File: config.mk
export PLATFORM = sky130hd
export DESIGN_NAME = frame_reader_host
export DESIGN_NICKNAME = d
export VERILOG_FILES = /design/src/rtl/frh_pkg.sv /design/src/rtl/frh_ctrl.sv /design/src/rtl/frh_datapath.sv /design/src/rtl/frame_reader_host.sv
export SDC_FILE = /design/constraint.sdc
export NUM_CORES = 1
export LEC_CHECK = 0
export BUFFER_PORTS_ARGS = -buffer_cell sky130_fd_sc_hd__buf_2
export CAP_MARGIN = 20
export CELL_PAD_IN_SITES_DETAIL_PLACEMENT = 0
export CELL_PAD_IN_SITES_GLOBAL_PLACEMENT = 1
export CORE_UTILIZATION = 30
export CTS_CLUSTER_DIAMETER = 80
export CTS_CLUSTER_SIZE = 40
export DETAILED_ROUTE_END_ITERATION = 10
export HOLD_SLACK_MARGIN = 0.12
export PLACE_DENSITY = 0.58
export SLEW_MARGIN = 20
export SYNTH_ARGS = -nofsm -noshare
export SYNTH_HDL_FRONTEND = slang
export SYNTH_SLANG_ARGS = --single-unit
export TNS_END_PERCENT = 5
File: constraint.sdc
create_clock -name clk -period 2.6 [get_ports clk]
set_clock_uncertainty 0.15 [all_clocks]
set_input_delay 0.13 -clock clk [delete_from_list [all_inputs] [get_ports clk]]
set_output_delay 0.13 -clock clk [all_outputs]
set_load 0.05 [all_outputs]
File: src/rtl/frh_pkg.sv
package frh_pkg;
  // Per-cycle strobes from the sequencer to the shift datapath.
  typedef struct packed {
    logic start;     // frame begins this cycle
    logic riseEdge;  // sclk goes high at this edge
    logic fallEdge;  // sclk goes low at this edge
    logic dataBit;   // current serial bit belongs to the returned frame
  } frh_strobe_t;
endpackage

File: src/rtl/frh_ctrl.sv
module frh_ctrl
  import frh_pkg::*;
#(
  parameter int SCLK_HALF = 2,
  parameter int CS_HOLD   = 4,
  parameter int CMD_BITS  = 8,
  parameter int DATA_BITS = 216
) (
  input  logic        clk,
  input  logic        rstN,
  input  logic        drdyN,
  input  logic        contMode,
  output logic        csN,
  output logic        sclk,
  output logic        overrun,
  output frh_strobe_t strb
);
  localparam int BIT_W  = $clog2(CMD_BITS + DATA_BITS + 1);
  localparam int HALF_W = $clog2(SCLK_HALF + 1);
  localparam int HOLD_W = $clog2(CS_HOLD + 1);

  typedef enum logic [1:0] {ST_IDLE, ST_SHIFT, ST_HOLD} ctrl_state_t;

  ctrl_state_t       state;
  logic              drdyPrev;
  logic [HALF_W-1:0] halfCnt;
  logic [BIT_W-1:0]  bitCnt;
  logic [BIT_W-1:0]  cmdLen;
  logic [HOLD_W-1:0] holdCnt;
  logic              drdyFall;
  logic              halfWrap;
  logic              lastBit;

  always_comb begin
    drdyFall      = drdyPrev & ~drdyN;
    halfWrap      = (halfCnt == HALF_W'(SCLK_HALF - 1));
    lastBit       = (bitCnt == cmdLen + BIT_W'(DATA_BITS - 1));
    strb.start    = (state == ST_IDLE) && drdyFall;
    strb.riseEdge = (state == ST_SHIFT) && halfWrap && !sclk;
    strb.fallEdge = (state == ST_SHIFT) && halfWrap && sclk;
    strb.dataBit  = (bitCnt >= cmdLen);
  end

  always_ff @(posedge clk) begin
    if (!rstN) begin
      state    <= ST_IDLE;
      drdyPrev <= 1'b1;
      csN      <= 1'b1;
      sclk     <= 1'b0;
      overrun  <= 1'b0;
      halfCnt  <= '0;
      bitCnt   <= '0;
      cmdLen   <= '0;
      holdCnt  <= '0;
    end else begin
      drdyPrev <= drdyN;
      overrun  <= drdyFall && (state != ST_IDLE);
      case (state)
        ST_IDLE: begin
          if (strb.start) begin
            csN     <= 1'b0;
            state   <= ST_SHIFT;
            halfCnt <= '0;
            bitCnt  <= '0;
            cmdLen  <= contMode ? '0 : BIT_W'(CMD_BITS);
          end
        end
        ST_SHIFT: begin
          halfCnt <= halfWrap ? '0 : halfCnt + 1'b1;
          if (halfWrap) sclk <= ~sclk;
          if (strb.fallEdge) begin
            bitCnt <= bitCnt + 1'b1;
            if (lastBit) begin
              state   <= ST_HOLD;
              holdCnt <= '0;
            end
          end
        end
        ST_HOLD: begin
          if (holdCnt == HOLD_W'(CS_HOLD - 1)) begin
            csN   <= 1'b1;
            state <= ST_IDLE;
          end else begin
            holdCnt <= holdCnt + 1'b1;
          end
        end
        default: state <= ST_IDLE;
      endcase
    end
  end
endmodule

File: src/rtl/frh_datapath.sv
module frh_datapath
  import frh_pkg::*;
#(
  parameter int                WORD_W    = 24,
  parameter int                NUM_WORDS = 9,
  parameter int                CMD_BITS  = 8,
  parameter int                IDX_W     = 4,
  parameter logic [CMD_BITS-1:0] CMD_CODE = 8'h12
) (
  input  logic              clk,
  input  logic              rstN,
  input  logic              contMode,
  input  frh_strobe_t       strb,
  input  logic              misoLine,
  output logic              mosiLine,
  output logic [WORD_W-1:0] wordData,
  output logic [IDX_W-1:0]  wordIdx,
  output logic              wordValid
);
  localparam int BITW_W = $clog2(WORD_W);

  logic [CMD_BITS-1:0] cmdShift;
  logic [WORD_W-1:0]   rxShift;
  logic [WORD_W-1:0]   rxNext;
  logic [BITW_W-1:0]   bitInWord;
  logic [IDX_W-1:0]    wordCnt;
  logic                wordDone;

  always_comb begin
    rxNext   = {rxShift[WORD_W-2:0], misoLine};
    wordDone = (bitInWord == BITW_W'(WORD_W - 1));
  end

  always_ff @(posedge clk) begin
    if (!rstN) begin
      cmdShift  <= '0;
      rxShift   <= '0;
      bitInWord <= '0;
      wordCnt   <= '0;
      mosiLine  <= 1'b0;
      wordData  <= '0;
      wordIdx   <= '0;
      wordValid <= 1'b0;
    end else begin
      wordValid <= 1'b0;
      if (strb.start) begin
        cmdShift  <= contMode ? '0 : CMD_CODE;
        mosiLine  <= 1'b0;
        bitInWord <= '0;
        wordCnt   <= '0;
      end
      if (strb.riseEdge) begin
        mosiLine <= cmdShift[CMD_BITS-1];
        cmdShift <= {cmdShift[CMD_BITS-2:0], 1'b0};
      end
      if (strb.fallEdge && strb.dataBit) begin
        rxShift <= rxNext;
        if (wordDone) begin
          bitInWord <= '0;
          wordData  <= rxNext;
          wordIdx   <= wordCnt;
          wordValid <= 1'b1;
          wordCnt   <= wordCnt + 1'b1;
        end else begin
          bitInWord <= bitInWord + 1'b1;
        end
      end
    end
  end
endmodule

File: src/rtl/frame_reader_host.sv
module frame_reader_host
  import frh_pkg::*;
#(
  parameter int         WORD_W    = 24,
  parameter int         NUM_CH    = 8,
  parameter int         SCLK_HALF = 2,
  parameter int         CS_HOLD   = 4,
  parameter logic [7:0] CMD_CODE  = 8'h12
) (
  input  logic              clk,
  input  logic              rstN,
  input  logic              contMode,
  input  logic              drdyN,
  input  logic              misoLine,
  output logic              csN,
  output logic              sclk,
  output logic              mosiLine,
  output logic [WORD_W-1:0] wordData,
  output logic [$clog2(NUM_CH+1)-1:0] wordIdx,
  output logic              wordValid,
  output logic              overrun
);
  localparam int NUM_WORDS = NUM_CH + 1;
  localparam int DATA_BITS = WORD_W * NUM_WORDS;
  localparam int CMD_BITS  = 8;
  localparam int IDX_W     = $clog2(NUM_WORDS);

  frh_strobe_t strb;

  frh_ctrl #(
    .SCLK_HALF(SCLK_HALF), .CS_HOLD(CS_HOLD),
    .CMD_BITS(CMD_BITS), .DATA_BITS(DATA_BITS)
  ) u_ctrl (
    .clk(clk), .rstN(rstN), .drdyN(drdyN), .contMode(contMode),
    .csN(csN), .sclk(sclk), .overrun(overrun), .strb(strb)
  );

  frh_datapath #(
    .WORD_W(WORD_W), .NUM_WORDS(NUM_WORDS), .CMD_BITS(CMD_BITS),
    .IDX_W(IDX_W), .CMD_CODE(CMD_CODE)
  ) u_dp (
    .clk(clk), .rstN(rstN), .contMode(contMode), .strb(strb),
    .misoLine(misoLine), .mosiLine(mosiLine), .wordData(wordData),
    .wordIdx(wordIdx), .wordValid(wordValid)
  );
endmodule

# [Word level (Yosys, flattened, before mapping)]
# Index checks and enable logic that the tools add are counted.
[word_totals] ramBits=0 mem_count=0 ff_bits=97 mem_bits_ro=0 latch_bits=0
[classes] n_div=0 magnitude_cmp=1 n_shift=0 n_eq_ne=11 n_reduce_logical=24 bitwise=4 n_mul=0 addsub=6 muxes=30
[ops] cell="8-bit two-way mux" count=4
[ops] cell="5-bit two-way mux" count=4
[ops] cell="4-bit two-way mux" count=4
[ops] cell="8-bit case mux with 2 select lines" count=1
[ops] cell="2-bit two-way mux" count=6
[ops] cell="2-bit nonzero test" count=6
[ops] cell="2-bit AND reduction" count=5
[ops] cell="3-bit two-way mux" count=3
[ops] cell="8-bit by 1-bit adder with 8-bit output, second input constant" count=1
[ops] cell="8-bit adder, second input constant" count=1
[ops] cell="8-bit == test" count=1
[ops] cell="8-bit greater-or-equal comparator" count=1
[ops] cell="4-bit AND reduction" count=2
[ops] cell="1-bit logical AND" count=6
[ops] cell="2-bit by 1-bit inequality test with 1-bit output, second input constant" count=3
[ops] cell="2-bit case mux with 3 select lines" count=1
[ops] cell="3-bit case mux with 2 select lines" count=1
[ops] cell="3-bit AND reduction" count=2
[ops] cell="5-bit by 1-bit adder with 5-bit output, second input constant" count=1
[ops] cell="5-bit == test, second input constant" count=1
[ops] cell="4-bit by 1-bit adder with 4-bit output, second input constant" count=1
[ops] cell="2-bit by 1-bit == test with 1-bit output, second input constant" count=2
[ops] cell="1-bit two-way mux" count=4
[ops] cell="2-bit inequality test, second input constant" count=2
[ops] cell="other kinds (11)" count=13

# [Depth between registers and ports, before layout]
[logic_depth] depth_word=6 mapped_depth=8 ltp_nobuf=6

# [Hierarchy]
# From an unflattened synthesis, not the netlist that was laid out.
[hier_totals] hier_cells=419 hier_area_um2=3510.9
[by_module_without_submodules] mod="frh_datapath" cells_each=312 seq_area_each_um2=1381.3 area_each_um2=2532.4 n_inst=1
[by_module_without_submodules] mod="frh_ctrl" cells_each=107 seq_area_each_um2=400.4 area_each_um2=978.4 n_inst=1

# [Worst setup path before layout]
# Ideal clock, no wire load.
[synth_path] path_type="reg2reg" from="reg u_ctrl.bitCnt[4]" to="reg u_dp.bitInWord[4]" required_ps=2318 t_arrival_ps=1705 path_slack_ps=613 stages_incl_launch_ff=7 synth_period_minus_slack_ps=1987 cell_sequence="dfxtp_1 -> or4_4 -> o311a_1 -> buf_2 -> buf_2 -> o21ai_0 -> a21oi_1"
[synth_between] elab_chain_cells=3
[synth_lines] item="from (decl)" line_no="frh_ctrl.sv:27" rtl="logic [BIT_W-1:0] bitCnt;"
[synth_lines] item="from (signal assigned)" line_no="frh_ctrl.sv:72" rtl="bitCnt <= bitCnt + 1'b1;"
[synth_lines] item="8-bit greater-or-equal comparator (*)" line_no="frh_ctrl.sv:41" rtl="strb.dataBit = (bitCnt >= cmdLen);"
[synth_lines] item="1-bit logical AND (*)" line_no="frh_datapath.sv:56" rtl="if (strb.fallEdge && strb.dataBit) begin"
[synth_lines] item="5-bit two-way mux or 2-bit nonzero test (tied branches)"
[synth_lines] item="to (signal assigned)" line_no="frh_datapath.sv:65" rtl="bitInWord <= bitInWord + 1'b1;"
[synth_lines] item="to (decl)" line_no="frh_datapath.sv:25" rtl="logic [BITW_W-1:0] bitInWord;"
# Every way passes the cells marked *; elsewhere a longest branch is shown, timed or not.
# A chain may end at the register's enable or synchronous reset.

# [Worst setup path in the final report]
[layout_path] from="reg u_ctrl.state[0]" to="reg u_dp.wordIdx[0]"
[layout_between] elab_chain_cells=5
[layout_lines] item="from (decl)" line_no="frh_ctrl.sv:24" rtl="ctrl_state_t state;"
[layout_lines] item="from (signal assigned)" line_no="frh_ctrl.sv:46" rtl="state <= ST_IDLE;"
[layout_lines] item="from (signal assigned)" line_no="frh_ctrl.sv:62" rtl="state <= ST_SHIFT;"
[layout_lines] item="from (signal assigned)" line_no="frh_ctrl.sv:74" rtl="state <= ST_HOLD;"
[layout_lines] item="2-bit by 1-bit == test with 1-bit output" line_no="frh_ctrl.sv:40" rtl="strb.fallEdge = (state == ST_SHIFT) && halfWrap && sclk;"
[layout_lines] item="1-bit logical AND (2 in a row)" line_no="frh_ctrl.sv:40"
[layout_lines] item="1-bit logical AND" line_no="frh_datapath.sv:56"
[layout_lines] item="2-bit AND reduction (no source line)"
[layout_lines] item="to (signal assigned)" line_no="frh_datapath.sv:61" rtl="wordIdx <= wordCnt;"
[layout_lines] item="to (decl)" line_no="frh_datapath.sv:17" rtl="output logic [IDX_W-1:0] wordIdx,"
# No other way between the ends.

==> impl_metrics.json <==
{
  "status": "finished with violations",
  "violations": "design-rule violations",
  "antenna_found_initial": 0,
  "tightest_slew_ns": 0.629,
  "die-area_um2": 12500,
  "finalNonFillerCells": 611,
  "gp_congestion": 0.751,
  "ys_top_cells_by_count": "dfxtp_1 (89), nand2_1 (71), a21oi_1 (69), nand3_1 (49), o21ai_0 (35)",
  "finalCritPeriodShare": 0.845,
  "max_stage_delay_ns": 0.47,
  "io_pins": 38,
  "cts_buffers": 9,
  "tns_ns": 0,
  "netlist.area_leader.share": 0.494,
  "avgSynthCellArea_um2": 8.29,
  "power_density_nw_per_um2": 630,
  "end_kind": "register",
  "start_util": 0.312,
  "finalSetupViolations": 0,
  "dp_hpwl_um": 5210,
  "drtPass1Iterations": 8,
  "cp.arrival_ns": 2.31,
  "clock_path_buffers": 2,
  "synth_nets": 447,
  "detail_route.vias_per_cell": 5.01,
  "synth.area.top_cells": "dfxtp_1 (49%), a21oi_1 (9.6%), nand2_1 (7.4%)",
  "cts_tree": "built",
  "grt_pass1_vias": 2915,
  "antenna_left": 0,
  "yosysSeqAreaShare": 0.494,
  "vias": 3061,
  "wl_um": 8360,
  "route.detailed.drc": 4,
  "grt_pass1_wl_um": 14300,
  "synthesis.instances": 435,
  "path_class": "reg2reg",
  "io_buffers": 37,
  "area_growth_syn_to_layout_pct": 17.3,
  "crit_path_top_delay_cell": "dfxtp_1",
  "period_minus_slack_ns": 2.20,
  "irDropWorstVdd_mv": 0.240,
  "hold_violations": 0,
  "fmax_ghz": 0.455,
  "ys_warn_count": 0,
  "ys.flop_type": "dfxtp_1",
  "nNetsFinal": 475,
  "critPathRequiredTime_ns": 2.71,
  "htree_levels": 3,
  "relSlewSlack": 0.580,
  "yosysMostFrequentCell": "dfxtp_1",
  "maxSlewViolCount": 0,
  "cp_max_fo": 57,
  "grt_util_all_layers": 0.143,
  "die_w_um": 112,
  "rows": 39,
  "synthDistinctLibCells": 48,
  "cts_root_buf": "clkbuf_16",
  "overflow": 0,
  "rsz0062_at_grt": "false",
  "die_y_um": 112,
  "drt-wirelength-per-cell_um": 13.7,
  "cts.sinks": 89,
  "cap_viol_max_count": 0,
  "utilization": 0.366,
  "hp-class": "reg2reg",
  "path_clk_slew_ns": 0.06,
  "insertion_delay_ns": 0.34,
  "grt_max_degree": 58,
  "core_um2": 11600,
  "synth_edf_count": 0,
  "drive_gt1_frac": 0.150,
  "cts_resized": 0,
  "synth_area_um2": 3600,
  "synth-seq-cells": 89,
  "p_leak_nw": 1.49,
  "startpoint_type": "register",
  "async_flop_share": 0,
  "n_antenna_cell": 0,
  "placed_cells": 590,
  "initialDrtViolationCount": 144,
  "path_cells": "and4bb_2 > o311a_2 > buf_4 > nand3_1 > a21oi_1",
  "yosys.area.top_type": "dfxtp_1"
}
==> routing by layer <==
layer,part of all wire,up-vias,GRT usage
li1,-,1582,-
met1,0.51,1414,0.188
met2,0.44,57,0.224
met3,0.040,8,0.0370
met4,0.014,0,0.0541
met5,0,-,0
==> cells in the final DEF, fill, tap and decap left out, types with 7 or more instances in the layout <==
cell type / instances
o21ai_0: 35
nor2_1: 11
dfxtp_1: 89
inv_1: 8
buf_4: 8
nand3_1: 49
buf_2: 37
ha_1: 7
a21oi_1: 69
nand2_1: 71
clkbuf_16: 9
==> repair_timing <==
action | CTS | global route
endpoints found under the setup margin | 0 | 0
setup buffers | 0 | 0
endpoints found under the hold margin | 22 | 0
hold buffers | 5 | 0
==> kinds of logic (layout without fill, tap and decap cells) <==
family	count (synthesis)	count (layout)	synth area share
DFF	89	89	0.494
and+or+nand+nor	169	169	0.229
AOI/OAI and AO/OA	122	122	0.190
buffers and inverters	43	76	0.0496
adders and majority gates	7	7	0.0243
xor gates and xnor gates	4	4	0.00972
muxes	1	1	0.00312
==> flip-flops by register name, summed over array words and instances (netlist names) <==
register,flops
u_ctrl.bitCnt,8
u_ctrl.cmdLen,1
u_ctrl.csN,1
u_ctrl.drdyPrev,1
u_ctrl.halfCnt,2
u_ctrl.holdCnt,3
u_ctrl.overrun,1
u_ctrl.sclk,1
u_ctrl.state,2
u_dp.bitInWord,5
u_dp.cmdShift,7
u_dp.mosiLine,1
u_dp.rxShift,23
u_dp.wordCnt,4
u_dp.wordData,24
u_dp.wordIdx,4
u_dp.wordValid,1
==> cell type report <==
type                            count  area (um^2)
Clock inverter                      5         31.3
Sequential cell                    89         1780
Fill cell                        1212         7340
Timing Repair Buffer               51          315
Clock buffer                       11          243
Tap cell                          143          179
Multi-Input combinational cell    303         1650
Inverter                            9         33.8
==> worst paths after layout <==
check | end | slack, ns | cells after the start | startpoint
worst min register to register | u_dp.cmdShift[6]$_SDFFE_PN0P_ | 0.30 | 2 | u_dp.cmdShift[5]$_SDFFE_PN0P_
worst min-delay path | u_dp.cmdShift[6]$_SDFFE_PN0P_ | 0.30 | 2 | u_dp.cmdShift[5]$_SDFFE_PN0P_
worst max register to register | u_dp.wordIdx[0]$_SDFFE_PN0P_ | 0.40 | 5 | u_ctrl.state[0]$_SDFFE_PN0P_
worst max-delay path | u_dp.wordIdx[0]$_SDFFE_PN0P_ | 0.40 | 5 | u_ctrl.state[0]$_SDFFE_PN0P_
==> metrics by stage <==
| stage | area (um^2) | hold WS, ns | power, mW | setup WS [ns] |
|---|---|---|---|---|
| after floorplan | 3600 | 0.0530 | 1.47 | 0.613 |
| after global placement | 3910 | 0.201 | 1.49 | 0.448 |
| after detailed placement | 3910 | 0.202 | 1.49 | 0.403 |
| after CTS | 4230 | 0.298 | 2.72 | 0.383 |
| after global routing | 4230 | 0.319 | 2.78 | 0.209 |
| final | 4230 | 0.302 | 2.67 | 0.402 |
==> critical path, delay by kind of cell, from the launching register on <==
| family | cells | cell delay, ns |
|---|---|---|
| simple gates | 2 | 0.60 |
| buf+inv | 1 | 0.46 |
| compound gates | 2 | 0.42 |
| flops | 1 | 0.47 |
==> power breakdown <==
part | internal (mW) | switching (mW)
Clock | 0.671 | 0.530
Combinational | 0.0232 | 0.0619
Sequential | 1.37 | 0.00921
Total | 2.07 | 0.601
Note: power is estimated with default switching activity, not from simulation.
